==> src/rtl/pdma_pkg.sv <==
package pdma_pkg;
   typedef enum logic {DIR_RX = 1'b0, DIR_TX = 1'b1} pdma_dir_e;

   localparam logic [1:0] SEL_PTR  = 2'd0;
   localparam logic [1:0] SEL_CNT  = 2'd1;
   localparam logic [1:0] SEL_CTRL = 2'd2;
endpackage

==> src/rtl/pdma_regs.sv <==
module pdma_regs
   import pdma_pkg::*;
#(
   parameter int ADDR_W = 32,
   parameter int CNT_W  = 16
) (
   input  logic              clk,
   input  logic              rst_n,
   input  logic              cfg_we,
   input  logic [1:0]        cfg_sel,
   input  logic [ADDR_W-1:0] cfg_wdata,
   input  logic              acc,
   input  logic [ADDR_W-1:0] acc_addr,
   input  logic [ADDR_W-1:0] acc_step,
   output logic [ADDR_W-1:0] ptr_o,
   output logic [CNT_W-1:0]  cnt_o,
   output logic              irq_en_o
);
   localparam logic [CNT_W-1:0] CNT_ONE = {{(CNT_W-1){1'b0}}, 1'b1};

   logic wr_ptr, wr_cnt, wr_ctrl;
   assign wr_ptr  = cfg_we && (cfg_sel == SEL_PTR);
   assign wr_cnt  = cfg_we && (cfg_sel == SEL_CNT);
   assign wr_ctrl = cfg_we && (cfg_sel == SEL_CTRL);

   always_ff @(posedge clk or negedge rst_n) begin
      if (!rst_n) begin
         ptr_o    <= '0;
         cnt_o    <= '0;
         irq_en_o <= 1'b0;
      end else begin
         if (wr_ptr)
            ptr_o <= cfg_wdata;
         else if (acc)
            ptr_o <= acc_addr + acc_step;

         if (wr_cnt)
            cnt_o <= cfg_wdata[CNT_W-1:0];
         else if (acc && (cnt_o != '0))
            cnt_o <= cnt_o - CNT_ONE;

         if (wr_ctrl)
            irq_en_o <= cfg_wdata[0];
      end
   end
endmodule

==> src/rtl/pdma_req.sv <==
module pdma_req #(
   parameter int ADDR_W = 32,
   parameter int DATA_W = 16
) (
   input  logic              clk,
   input  logic              rst_n,
   input  logic              per_req,
   input  logic              per_wide,
   input  logic [DATA_W-1:0] per_rx_data,
   input  logic              armed,
   input  logic [ADDR_W-1:0] ptr,
   input  logic              mem_ready,
   output logic              busy,
   output logic [ADDR_W-1:0] lat_addr,
   output logic              lat_wide,
   output logic [DATA_W-1:0] lat_data,
   output logic              acc
);
   always_ff @(posedge clk or negedge rst_n) begin
      if (!rst_n) begin
         busy     <= 1'b0;
         lat_addr <= '0;
         lat_wide <= 1'b0;
         lat_data <= '0;
      end else if (busy) begin
         if (mem_ready)
            busy <= 1'b0;
      end else if (per_req && armed) begin
         busy     <= 1'b1;
         lat_addr <= ptr;
         lat_wide <= per_wide;
         lat_data <= per_rx_data;
      end
   end

   assign acc = busy && mem_ready;
endmodule

==> src/rtl/pdma_dside.sv <==
module pdma_dside
   import pdma_pkg::*;
#(
   parameter pdma_dir_e DIR    = DIR_RX,
   parameter int        DATA_W = 16
) (
   input  logic              clk,
   input  logic              rst_n,
   input  logic              acc,
   input  logic              lat_wide,
   input  logic [DATA_W-1:0] lat_data,
   input  logic [DATA_W-1:0] mem_rdata,
   output logic              mem_we,
   output logic [DATA_W-1:0] mem_wdata,
   output logic [DATA_W-1:0] per_tx_data,
   output logic              per_tx_load
);
   function automatic logic [DATA_W-1:0] fit(input logic wide, input logic [DATA_W-1:0] d);
      return wide ? d : {{(DATA_W-8){1'b0}}, d[7:0]};
   endfunction

   generate
      if (DIR == DIR_RX) begin : g_rx
         logic unused_rx_side;
         assign unused_rx_side = ^{mem_rdata, clk, rst_n, acc};
         assign mem_we      = 1'b1;
         assign mem_wdata   = fit(lat_wide, lat_data);
         assign per_tx_data = '0;
         assign per_tx_load = 1'b0;
      end else begin : g_tx
         logic              load_q;
         logic [DATA_W-1:0] hold_q;
         logic              unused_tx_side;
         assign unused_tx_side = ^lat_data;
         always_ff @(posedge clk or negedge rst_n) begin
            if (!rst_n) begin
               load_q <= 1'b0;
               hold_q <= '0;
            end else begin
               load_q <= acc;
               if (acc)
                  hold_q <= fit(lat_wide, mem_rdata);
            end
         end
         assign mem_we      = 1'b0;
         assign mem_wdata   = '0;
         assign per_tx_data = hold_q;
         assign per_tx_load = load_q;
      end
   endgenerate
endmodule

==> src/rtl/pdma_chan.sv <==
module pdma_chan
   import pdma_pkg::*;
#(
   parameter pdma_dir_e DIR    = DIR_RX,
   parameter int        ADDR_W = 32,
   parameter int        CNT_W  = 16,
   parameter int        DATA_W = 16
) (
   input  logic              clk,
   input  logic              rst_n,
   input  logic              cfg_we,
   input  logic [1:0]        cfg_sel,
   input  logic [ADDR_W-1:0] cfg_wdata,
   input  logic              per_req,
   input  logic              per_wide,
   input  logic [DATA_W-1:0] per_rx_data,
   output logic [DATA_W-1:0] per_tx_data,
   output logic              per_tx_load,
   output logic              mem_valid,
   input  logic              mem_ready,
   output logic              mem_we,
   output logic              mem_size,
   output logic [ADDR_W-1:0] mem_addr,
   output logic [DATA_W-1:0] mem_wdata,
   input  logic [DATA_W-1:0] mem_rdata,
   output logic [ADDR_W-1:0] ptr_q,
   output logic [CNT_W-1:0]  cnt_q,
   output logic              eot_irq
);
   localparam int WIDE_BYTES = DATA_W / 8;
   localparam logic [ADDR_W-1:0] STEP_WIDE   = ADDR_W'(WIDE_BYTES);
   localparam logic [ADDR_W-1:0] STEP_NARROW = ADDR_W'(1);

   generate
      if (DATA_W < 16 || (DATA_W % 8) != 0) begin : g_bad_data
         $error("pdma_chan: DATA_W must be a multiple of 8 and at least 16");
      end
      if (CNT_W < 1 || CNT_W > ADDR_W) begin : g_bad_cnt
         $error("pdma_chan: CNT_W must lie in 1..ADDR_W");
      end
   endgenerate

   logic              irq_en;
   logic              busy, acc, lat_wide;
   logic [ADDR_W-1:0] lat_addr;
   logic [DATA_W-1:0] lat_data;

   pdma_regs #(.ADDR_W(ADDR_W), .CNT_W(CNT_W)) u_regs (
      .clk      (clk),
      .rst_n    (rst_n),
      .cfg_we   (cfg_we),
      .cfg_sel  (cfg_sel),
      .cfg_wdata(cfg_wdata),
      .acc      (acc),
      .acc_addr (lat_addr),
      .acc_step (lat_wide ? STEP_WIDE : STEP_NARROW),
      .ptr_o    (ptr_q),
      .cnt_o    (cnt_q),
      .irq_en_o (irq_en)
   );

   pdma_req #(.ADDR_W(ADDR_W), .DATA_W(DATA_W)) u_req (
      .clk        (clk),
      .rst_n      (rst_n),
      .per_req    (per_req),
      .per_wide   (per_wide),
      .per_rx_data(per_rx_data),
      .armed      (cnt_q != '0),
      .ptr        (ptr_q),
      .mem_ready  (mem_ready),
      .busy       (busy),
      .lat_addr   (lat_addr),
      .lat_wide   (lat_wide),
      .lat_data   (lat_data),
      .acc        (acc)
   );

   pdma_dside #(.DIR(DIR), .DATA_W(DATA_W)) u_dside (
      .clk        (clk),
      .rst_n      (rst_n),
      .acc        (acc),
      .lat_wide   (lat_wide),
      .lat_data   (lat_data),
      .mem_rdata  (mem_rdata),
      .mem_we     (mem_we),
      .mem_wdata  (mem_wdata),
      .per_tx_data(per_tx_data),
      .per_tx_load(per_tx_load)
   );

   assign mem_valid = busy;
   assign mem_addr  = lat_addr;
   assign mem_size  = lat_wide;
   assign eot_irq   = irq_en && (cnt_q == '0);
endmodule

==> config.mk <==
export PLATFORM = sky130hd
export DESIGN_NAME = pdma_chan
export DESIGN_NICKNAME = d
export VERILOG_FILES = /design/src/rtl/pdma_pkg.sv /design/src/rtl/pdma_regs.sv /design/src/rtl/pdma_req.sv /design/src/rtl/pdma_dside.sv /design/src/rtl/pdma_chan.sv
export SDC_FILE = /design/constraint.sdc
export NUM_CORES = 1
export LEC_CHECK = 0
export BUFFER_PORTS_ARGS = -buffer_cell sky130_fd_sc_hd__buf_2
export CORE_UTILIZATION = 30
export CTS_CLUSTER_SIZE = 25
export DETAILED_ROUTE_END_ITERATION = 7
export PLACE_DENSITY = 0.58
export SETUP_SLACK_MARGIN = 0.2
export SYNTH_ARGS = -nofsm -noshare
export SYNTH_HDL_FRONTEND = slang
export SYNTH_SLANG_ARGS = --single-unit
export TNS_END_PERCENT = 50
==> constraint.sdc <==
create_clock -name clk -period 2.85 [get_ports clk]
set_input_delay 0.1425 -clock clk [delete_from_list [all_inputs] [get_ports clk]]
set_output_delay 0.1425 -clock clk [all_outputs]
set_load 0.05 [all_outputs]
# Word level (Yosys, flattened, before mapping)
# Index checks and enable logic that the tools add are counted.
[word_totals]
wordCells = 34
ram_bits = 0
input_bits = 72
n_memories = 0
latch_bits = 0
mem_bits_ro = 0
register_bits = 99
[classes]
eq_ne = 2
addsub = 2
div = 0
shifts = 0
n_reduce_logical = 13
muxes = 9
mul = 0
n_bitwise = 1
order_cmp = 0
[op_table]
columns = ["operator", "n"]
rows = [
  ["$mux W32", 2],
  ["$mux W16", 3],
  ["$add A32 B2 Y32", 1],
  ["$logic_not A16 Y1", 1],
  ["$reduce_bool A16 Y1", 1],
  ["$sub A16 B1 Y16 const B", 1],
  ["$logic_and A1 B1 Y1", 7],
  ["$reduce_bool A2 Y1", 2],
  ["$mux W1", 3],
  ["$eq A2 B1 Y1 const B", 1],
  ["$eq A2 B2 Y1 const B", 1],
  ["$logic_not A2 Y1", 1],
  ["$mux W2", 1],
  ["$reduce_and A2 Y1", 1],
  ["$not A1 Y1", 1],
]

# Longest topological paths before layout
# Gate-level depths: netlist of the first run.
[logic_depth]
word_depth = 4
ltp_mapped = 9
ltp_nobuf = 9

# Hierarchy
# From an unflattened synthesis of the first run, not the netlist that was laid out.
[unflattened]
cells_unflattened = 632
area_unflattened_um2 = 6293.5
[modules_own_cells]
columns = ["module", "area_each_um2", "n_inst", "cells_each"]
rows = [
  ["pdma_regs", 4101.4, 1, 479],
  ["pdma_req", 1886.8, 1, 108],
  ["pdma_dside", 252.7, 1, 36],
  ["pdma_chan", 52.6, 1, 9],
]

# Worst setup path before layout of the first run
# OpenSTA, ideal clock, no wires.
[synth_timing]
path_kind = "flip-flop to flip-flop"
from = "reg u_req.lat_wide"
to = "reg u_regs.ptr_o[30]"
path_buffers = 0
setup_time_ns = 0.139
slack_ns = 0.135
t_arrival_ns = 2.575
path_stages_with_launch = 10
cell_sequence = "dfrtp_1 > inv_1 > ha_1 > inv_1 > fa_1 > nand4b_1 > nor4_4 > nand2_1 > mux2i_1 > o22ai_1"
[synth_via]
elab_chain_len = 4
[synth_lines]
columns = ["element", "line_no", "source"]
rows = [
  ["from (decl)", "pdma_req.sv:15", "output logic lat_wide,"],
  ["from (signal assigned)", "pdma_req.sv:31", "lat_wide <= per_wide;"],
  ["$mux W2", "pdma_chan.sv:56", ".acc_step (lat_wide ? STEP_WIDE : STEP_NARROW),"],
  ["$add A32 B2 Y32", "pdma_regs.sv:35", "ptr_o <= acc_addr + acc_step;"],
  ["$mux W32", "pdma_regs.sv:34", "else if (acc)"],
  ["$mux W32", "pdma_regs.sv:32", "if (wr_ptr)"],
  ["to (signal assigned)", "pdma_regs.sv:33", "ptr_o <= cfg_wdata;"],
  ["to (signal assigned)", "pdma_regs.sv:35", ""],
  ["to (decl)", "pdma_regs.sv:15", "output logic [ADDR_W-1:0] ptr_o,"],
]
# No other way between the ends. The select of a mux whose other input is x is not followed.
# A chain may end at the register's enable or synchronous reset.

# Final worst setup path of the first run
# Ends and elaborated chain as after synthesis.

==> results.sh, run 1 <==
export IMPL_rrSetupSlack_ns=0.48
export IMPL_p_per_area_nw_per_um2=1150
export IMPL_syn_avg_cell_area_um2=10.2
export IMPL_cts_max_level=3
export IMPL_cts_buffers=9
export IMPL_ir_worst_vdd_mv=0.617
export IMPL_synth_top_family_by_area="simple AND/OR/NAND/NOR gates"
export IMPL_finalCriticalPeriod_ns=2.37
export IMPL_num_vias=4432
export IMPL_drt_iter0_drc=166
export IMPL_routedWlPerCell_um=16.2
export IMPL_grt_pass1_vias=4104
export IMPL_grtUsageTotal_pct=16.2
export IMPL_max_cap_violations=0
export IMPL_fmax_ghz=0.423
export IMPL_fill_cells=1739
export IMPL_sw_frac_of_total_pct=50.2
export IMPL_place_area_um2=6290
export IMPL_async_reset_ff_share_pct=100
export IMPL_finalHoldViolations=0
export IMPL_hold_end="u_regs.ptr_o[21]"
export IMPL_synth_ff_type="dfrtp_1"
export IMPL_r2r_end="u_regs.ptr_o[30]"
export IMPL_max_slew_margin_rel_pct=54.8
export IMPL_holdPathStages=3
export IMPL_grt_max_degree=50
export IMPL_row_count=48
export IMPL_synth_adder_area_share_pct=1.07
export IMPL_grt_pass1_wl_mm=22.6
export IMPL_initial_core_util_pct=30.9
export IMPL_setup_violations=0
export IMPL_clk_path_buf_depth=2
export IMPL_critPathRequiredTime_ns=3.08
export IMPL_dieWidth_um=136
export IMPL_io_pins=189
export IMPL_ys_top_cells_by_area="dfrtp_1 (46%), mux2_2 (10%), buf_4 (4.3%), a21oi_1 (3.6%), nor2_1 (3.4%)"
export IMPL_fin_area_um2=6700
export IMPL_synth_xor_area_share_pct=5.23
export IMPL_core_area_um2=17400
export IMPL_fin_tns_setup_ns=0
export IMPL_synth_top_area_cell="dfrtp_1"
export IMPL_grt_ovfl_total=0
export IMPL_leakage_nw=3.01
export IMPL_arrival_ns=2.59
export IMPL_hold_slack_ns=0.00872
export IMPL_cts_root_buffer="clkbuf_16"
export IMPL_p_comb_share_pct=48.0
export IMPL_clock_sinks=99
export IMPL_path_class="reg -> reg"
export IMPL_cts_tree="yes"
export IMPL_synth_top_area_share_pct=46.2
export IMPL_yosysSeqAreaShare_pct=46.2
export IMPL_r2r_start="u_req.lat_wide"
export IMPL_drive_above_1_share_pct=37.4
export IMPL_totalPowerFinal_mw=7.67
export IMPL_synth_cells=527
export IMPL_synth_edff_count=0
export IMPL_setup_slack_ns=0.484
export IMPL_status="finished, final reports clean"
export IMPL_firstDrtPassIters=4
export IMPL_dp_hpwl_mm=10.5
export IMPL_die_h_um=136
export IMPL_wl_mm=14.7
export IMPL_worst_pin_slew_ns=0.678
export IMPL_fin_nets=753
export IMPL_muxShareOfSynthArea_pct=11.4
export IMPL_r2r_cells=11
export IMPL_ant_nets=0
export IMPL_ys_seq_elements=99
export IMPL_synth_compound_area_share_pct=10.3
export IMPL_hold_start="cfg_wdata[21]"
export IMPL_drv_slew=0
export IMPL_seq_power_share_pct=33.4
export IMPL_fin_skew_ns=0.00948
export IMPL_p_int_mw=3.82
export IMPL_via_per_inst=4.89
export IMPL_die_area_um2=18400
export IMPL_ys_types=56
export IMPL_path_clk_slew_ns=0.07
export IMPL_post_route_period_util_pct=83.0
export IMPL_p_clk_share_pct=18.6
export IMPL_n_antenna_cell=0
export IMPL_area_delta_synth_final_pct=24.8
export IMPL_post_route_drc_count=0
export IMPL_path_max_fanout=9
export IMPL_gp_congestion=0.797
export IMPL_p_sw_mw=3.85
export IMPL_numPortBuffers=154
export IMPL_end_kind="flop"
export IMPL_ys_warn_count=0
export IMPL_yosys_area_share_simple_pct=18.7
export IMPL_antenna_found_initial=0
export IMPL_dp_slack_ns=0.259
export IMPL_synth_area_um2=5360
export IMPL_insertion_delay_ns=0.35
export IMPL_hold_path_class="in -> reg"
export IMPL_cp_start_kind="flop"
export IMPL_rsz0062_at_grt="no"
worst max path at each step:
stage	depth (start not counted)	slack [ns]	startpoint	end
after CTS	9	0.24	u_req.lat_wide	u_regs.ptr_o[18]
after global placement	9	0.29	u_req.lat_wide	u_regs.ptr_o[18]
after floorplan	9	0.20	u_req.lat_wide	u_regs.ptr_o[18]
after detailed placement	9	0.26	u_req.lat_wide	u_regs.ptr_o[18]
final	11	0.48	u_req.lat_wide	u_regs.ptr_o[30]
after global routing	11	0.30	u_req.lat_wide	u_regs.ptr_o[30]
critical path: stages, from the launching register on:
cell	delay, ns
dfrtp_1	0.39
inv_1	0.11
ha_1	0.17
inv_1	0.05
fa_1	0.41
nand4b_1	0.19
buf_4	0.18
nor4_4	0.12
buf_4	0.22
nand2_1	0.11
mux2i_1	0.20
o22ai_1	0.09
power groups by stage:
| stage | logic [mW] | clock network [mW] | registers (mW) |
|---|---|---|---|
| final | 3.68 | 1.43 | 2.56 |
| after global routing | 3.89 | 1.52 | 2.66 |
| after CTS | 3.71 | 1.47 | 2.56 |
| after detailed placement | 3.69 | 0 | 2.58 |
| after global placement | 3.66 | 0 | 2.58 |
| after floorplan | 1.32 | 0 | 4.04 |
synth_stat cells (all sizes together), types with 3 or more instances:
library cell	count
nor4b	3
mux2i	5
nor3b	3
and2	10
mux2	50
o21ai	29
nand3	24
a21oi	39
buf	34
dfrtp	99
clkbuf	18
nor4	12
nor3	8
ha	3
nand4	8
o22ai	11
a31oi	4
nor2	48
inv	10
xnor2	20
and3	13
nand2	32
and4	3
xor2	12
nand3b	3
logic make-up after synthesis:
family / Yosys count
flip-flops: 99
XOR/XNOR: 32
other: 2
AO/OA/AOI/OAI: 95
multiplexers: 55
buffers and inverters: 62
AND/OR/NAND/NOR: 178
adder cells (fa/ha/maj): 4
registers in the layout, summed over array words and instances (netlist names):
register / count
u_regs.ptr_o: 32
u_req.lat_addr: 32
u_regs.cnt_o: 16
u_req.lat_data: 16
u_regs.irq_en_o: 1
u_req.busy: 1
u_req.lat_wide: 1
cell type report:
type | count | area [um2] | area share, %
clock buffers | 11 | 243 | 3.63
clock inverters | 5 | 100 | 1.50
inverters | 10 | 37.5 | 0.561
multi-input cells | 382 | 2590 | 38.6
flip-flops and latches | 99 | 2480 | 37.0
well taps | 225 | 282 | 4.20
repair buffers | 175 | 968 | 14.5
routing by layer:
layer | part of all wire (%) | GRT usage (%) | vias to the layer above
met3 | 5.2 | 3.29 | 15
met5 | 0 | 0 | -
met1 | 46 | 21.3 | 2154
met2 | 48 | 26.2 | 145
li1 | - | - | 2118
met4 | 1.4 | 6.05 | 0
cell usage in the layout (no fill, tap or decap), types with 5 or more instances in the layout:
| cell | instances |
|---|---|
| dfrtp_1 | 99 |
| o21ai_0 | 28 |
| mux2i_1 | 5 |
| mux2_2 | 48 |
| a21oi_1 | 39 |
| xor2_1 | 12 |
| nand3_1 | 23 |
| xnor2_1 | 20 |
| dlygate4sd3_1 | 5 |
| nor3_1 | 7 |
| nand4_1 | 7 |
| conb_1 | 18 |
| and2_1 | 10 |
| nand2_1 | 32 |
| buf_4 | 15 |
| o22ai_1 | 10 |
| and3_1 | 13 |
| nor2_1 | 48 |
| buf_2 | 153 |
| nor4_1 | 6 |
| clkbuf_16 | 9 |
| inv_1 | 10 |
metrics by stage:
| stage | instances | util (%) |
|---|---|---|
| 3_5_place_dp | 885 | 36.2 |
| 2_1_floorplan | 543 | - |
| 3_3_place_gp | 885 | 36.2 |
| 5_1_grt | 907 | 38.6 |
| 6_report | 907 | 38.6 |
| 4_1_cts | 906 | 38.5 |
what timing repair did:
action | CTS | global route
hold buffers | 5 | 0
endpoints found under the setup margin | 0 | 3
resized for setup | 0 | 1
setup buffers | 0 | 1
endpoints found under the hold margin | 51 | 0
(Power assumes the default switching activity.)
==> run 2: changes to the inputs <==
--- a/config.mk
+++ b/config.mk
@@ -9,7 +9,7 @@
 export CORE_UTILIZATION = 30
 export CTS_CLUSTER_SIZE = 25
 export DETAILED_ROUTE_END_ITERATION = 7
-export PLACE_DENSITY = 0.58
+export PLACE_DENSITY = 0.6
 export SETUP_SLACK_MARGIN = 0.2
 export SYNTH_ARGS = -nofsm -noshare
 export SYNTH_HDL_FRONTEND = slang
==> constraint.sdc (replaced) <==
create_clock -name clk -period 2.1 [get_ports clk]
set_input_delay 0.105 -clock clk [delete_from_list [all_inputs] [get_ports clk]]
set_output_delay 0.105 -clock clk [all_outputs]
set_load 0.05 [all_outputs]
==> results.sh, run 2 (synthesis results as in run 1) <==
export IMPL_fin_skew_ns=0.0107
export IMPL_status="complete, but fails checks"
export IMPL_grtUsageTotal_pct=18.4
export IMPL_drive_above_1_share_pct=47.5
export IMPL_wl_mm=16.9
export IMPL_routedWlPerCell_um=17.1
export IMPL_insertion_delay_ns=0.35
export IMPL_violations="negative setup slack"
export IMPL_cp_start_kind="flop"
export IMPL_finalHoldViolations=0
export IMPL_grt_pass1_vias=4727
export IMPL_fmax_ghz=0.462
export IMPL_initial_core_util_pct=30.9
export IMPL_hold_path_class="in -> reg"
export IMPL_max_slew_margin_rel_pct=60.7
export IMPL_clock_sinks=99
export IMPL_p_per_area_nw_per_um2=1410
export IMPL_final_cell_mix="buf_2 (152), dfrtp_1 (87), buf_4 (49), mux2_4 (47), nor2_1 (42)"
export IMPL_leakage_nw=3.81
export IMPL_area_delta_synth_final_pct=50.9
export IMPL_fin_tns_setup_ns=-0.246
export IMPL_r2r_end="u_regs.ptr_o[26]"
export IMPL_finalCriticalPeriod_ns=2.16
export IMPL_dp_hpwl_mm=11.0
export IMPL_arrival_ns=2.43
export IMPL_n_antenna_cell=0
export IMPL_dp_slack_ns=-0.0754
export IMPL_hold_end="u_regs.ptr_o[12]"
export IMPL_cts_buffers=9
export IMPL_io_pins=189
export IMPL_totalPowerFinal_mw=11.4
export IMPL_gp_congestion=0.834
export IMPL_path_class="reg -> reg"
export IMPL_cts_tree="yes"
export IMPL_fin_area_um2=8100
export IMPL_clk_path_buf_depth=2
export IMPL_rsz0062_at_grt="yes"
export IMPL_setup_violations=8
export IMPL_holdPathStages=3
export IMPL_grt_ovfl_total=0
export IMPL_cts_max_level=3
export IMPL_ir_worst_vdd_mv=0.954
export IMPL_antenna_found_initial=0
export IMPL_cts_root_buffer="clkbuf_16"
export IMPL_post_route_period_util_pct=103
export IMPL_path_clk_slew_ns=0.07
export IMPL_num_vias=4836
export IMPL_setup_slack_ns=-0.0637
export IMPL_post_route_drc_count=0
export IMPL_firstDrtPassIters=4
export IMPL_path_max_fanout=8
export IMPL_critPathRequiredTime_ns=2.37
export IMPL_r2r_start="u_req.lat_wide"
export IMPL_via_per_inst=4.89
export IMPL_drt_iter0_drc=285
export IMPL_mostFrequentLayoutCell="buf_2"
export IMPL_grt_max_degree=36
export IMPL_r2r_cells=11
export IMPL_ant_nets=0
export IMPL_worst_pin_slew_ns=0.590
export IMPL_row_count=48
export IMPL_end_kind="flop"
export IMPL_fin_nets=835
export IMPL_numPortBuffers=154
export IMPL_rrSetupSlack_ns=-0.06
export IMPL_core_area_um2=17400
export IMPL_hold_slack_ns=0.0144
export IMPL_max_cap_violations=0
export IMPL_die_area_um2=18400
export IMPL_place_area_um2=6680
export IMPL_drv_slew=0
export IMPL_dieWidth_um=136
export IMPL_grt_pass1_wl_mm=25.8
export IMPL_top_regs="u_regs.ptr_o (32), u_req.lat_addr (32)"
export IMPL_hold_start="cfg_wdata[12]"
export IMPL_die_h_um=136
-- run 2: cell count changes in the layout (fill, tap and decap cells not counted), sizes merged --
cell	before	now
buf	170	223
dlygate4sd3	5	32
clkbuf	11	14
clkinv	2	0
clkinvlp	0	2
bufinv	3	2
-- run 2: worst max-delay path: stages (launching register included) --
cell	delay [ns]
dfrtp_2	0.41
inv_2	0.08
ha_4	0.13
inv_2	0.03
fa_2	0.33
nand4b_1	0.19
buf_6	0.15
nor4_4	0.20
buf_6	0.19
nand3_2	0.07
xor2_1	0.14
o22ai_1	0.17
-- run 2: timing repair --
action                                 in CTS  in global routing
buffers inserted                           18                  7
gates resized for setup                    72                 28
pin swaps                                  34                 36
endpoints found under the hold margin      60                  0
hold buffers                               32                  0
setup endpoints to repair                  78                 89
gates cloned                                4                  2
-- run 2: worst max-delay path by stage --
stage / to / from / depth (start not counted) / slack (ns)
after floorplan: u_regs.ptr_o[30] / u_req.lat_wide / 9 / -0.27
after detailed placement: u_regs.ptr_o[26] / u_req.lat_wide / 11 / -0.08
after global placement: u_regs.ptr_o[22] / u_req.lat_wide / 11 / -0.05
after CTS: u_regs.ptr_o[26] / u_req.lat_wide / 11 / -0.05
final: u_regs.ptr_o[26] / u_req.lat_wide / 11 / -0.06
after global routing: u_regs.ptr_o[24] / u_req.lat_wide / 11 / -0.17
-- run 2: where the power goes --
group / leakage [nW] / switching [mW] / internal (mW) / total [mW]
logic: 2.51 / 3.99 / 2.11 / 6.10
clock network: 0.143 / 0.757 / 1.05 / 1.80
registers: 1.16 / 0.872 / 2.62 / 3.49
total: 3.81 / 5.62 / 5.78 / 11.4
-- run 2: layout make-up --
class	instances	area [um2]
clock buffers	12	236
multi-input cells	382	3110
clock inverters	4	75.1
repair buffers	257	1860
well taps	225	282
fillers	1627	9260
inverters	10	37.5
flip-flops and latches	99	2490
-- run 2: layer usage --
metal	wire length, um	global-route usage [%]
met1	7750	24.9
met2	8100	30.3
met3	801	3.22
met4	212	4.74
met5	0	0
-- run 2: metrics by stage --
step | utilization (%) | cells
final | 46.6 | 989
after floorplan | - | 543
after detailed placement | 38.5 | 910
after CTS | 45.2 | 980
after global placement | 38.5 | 910
after global routing | 46.6 | 989
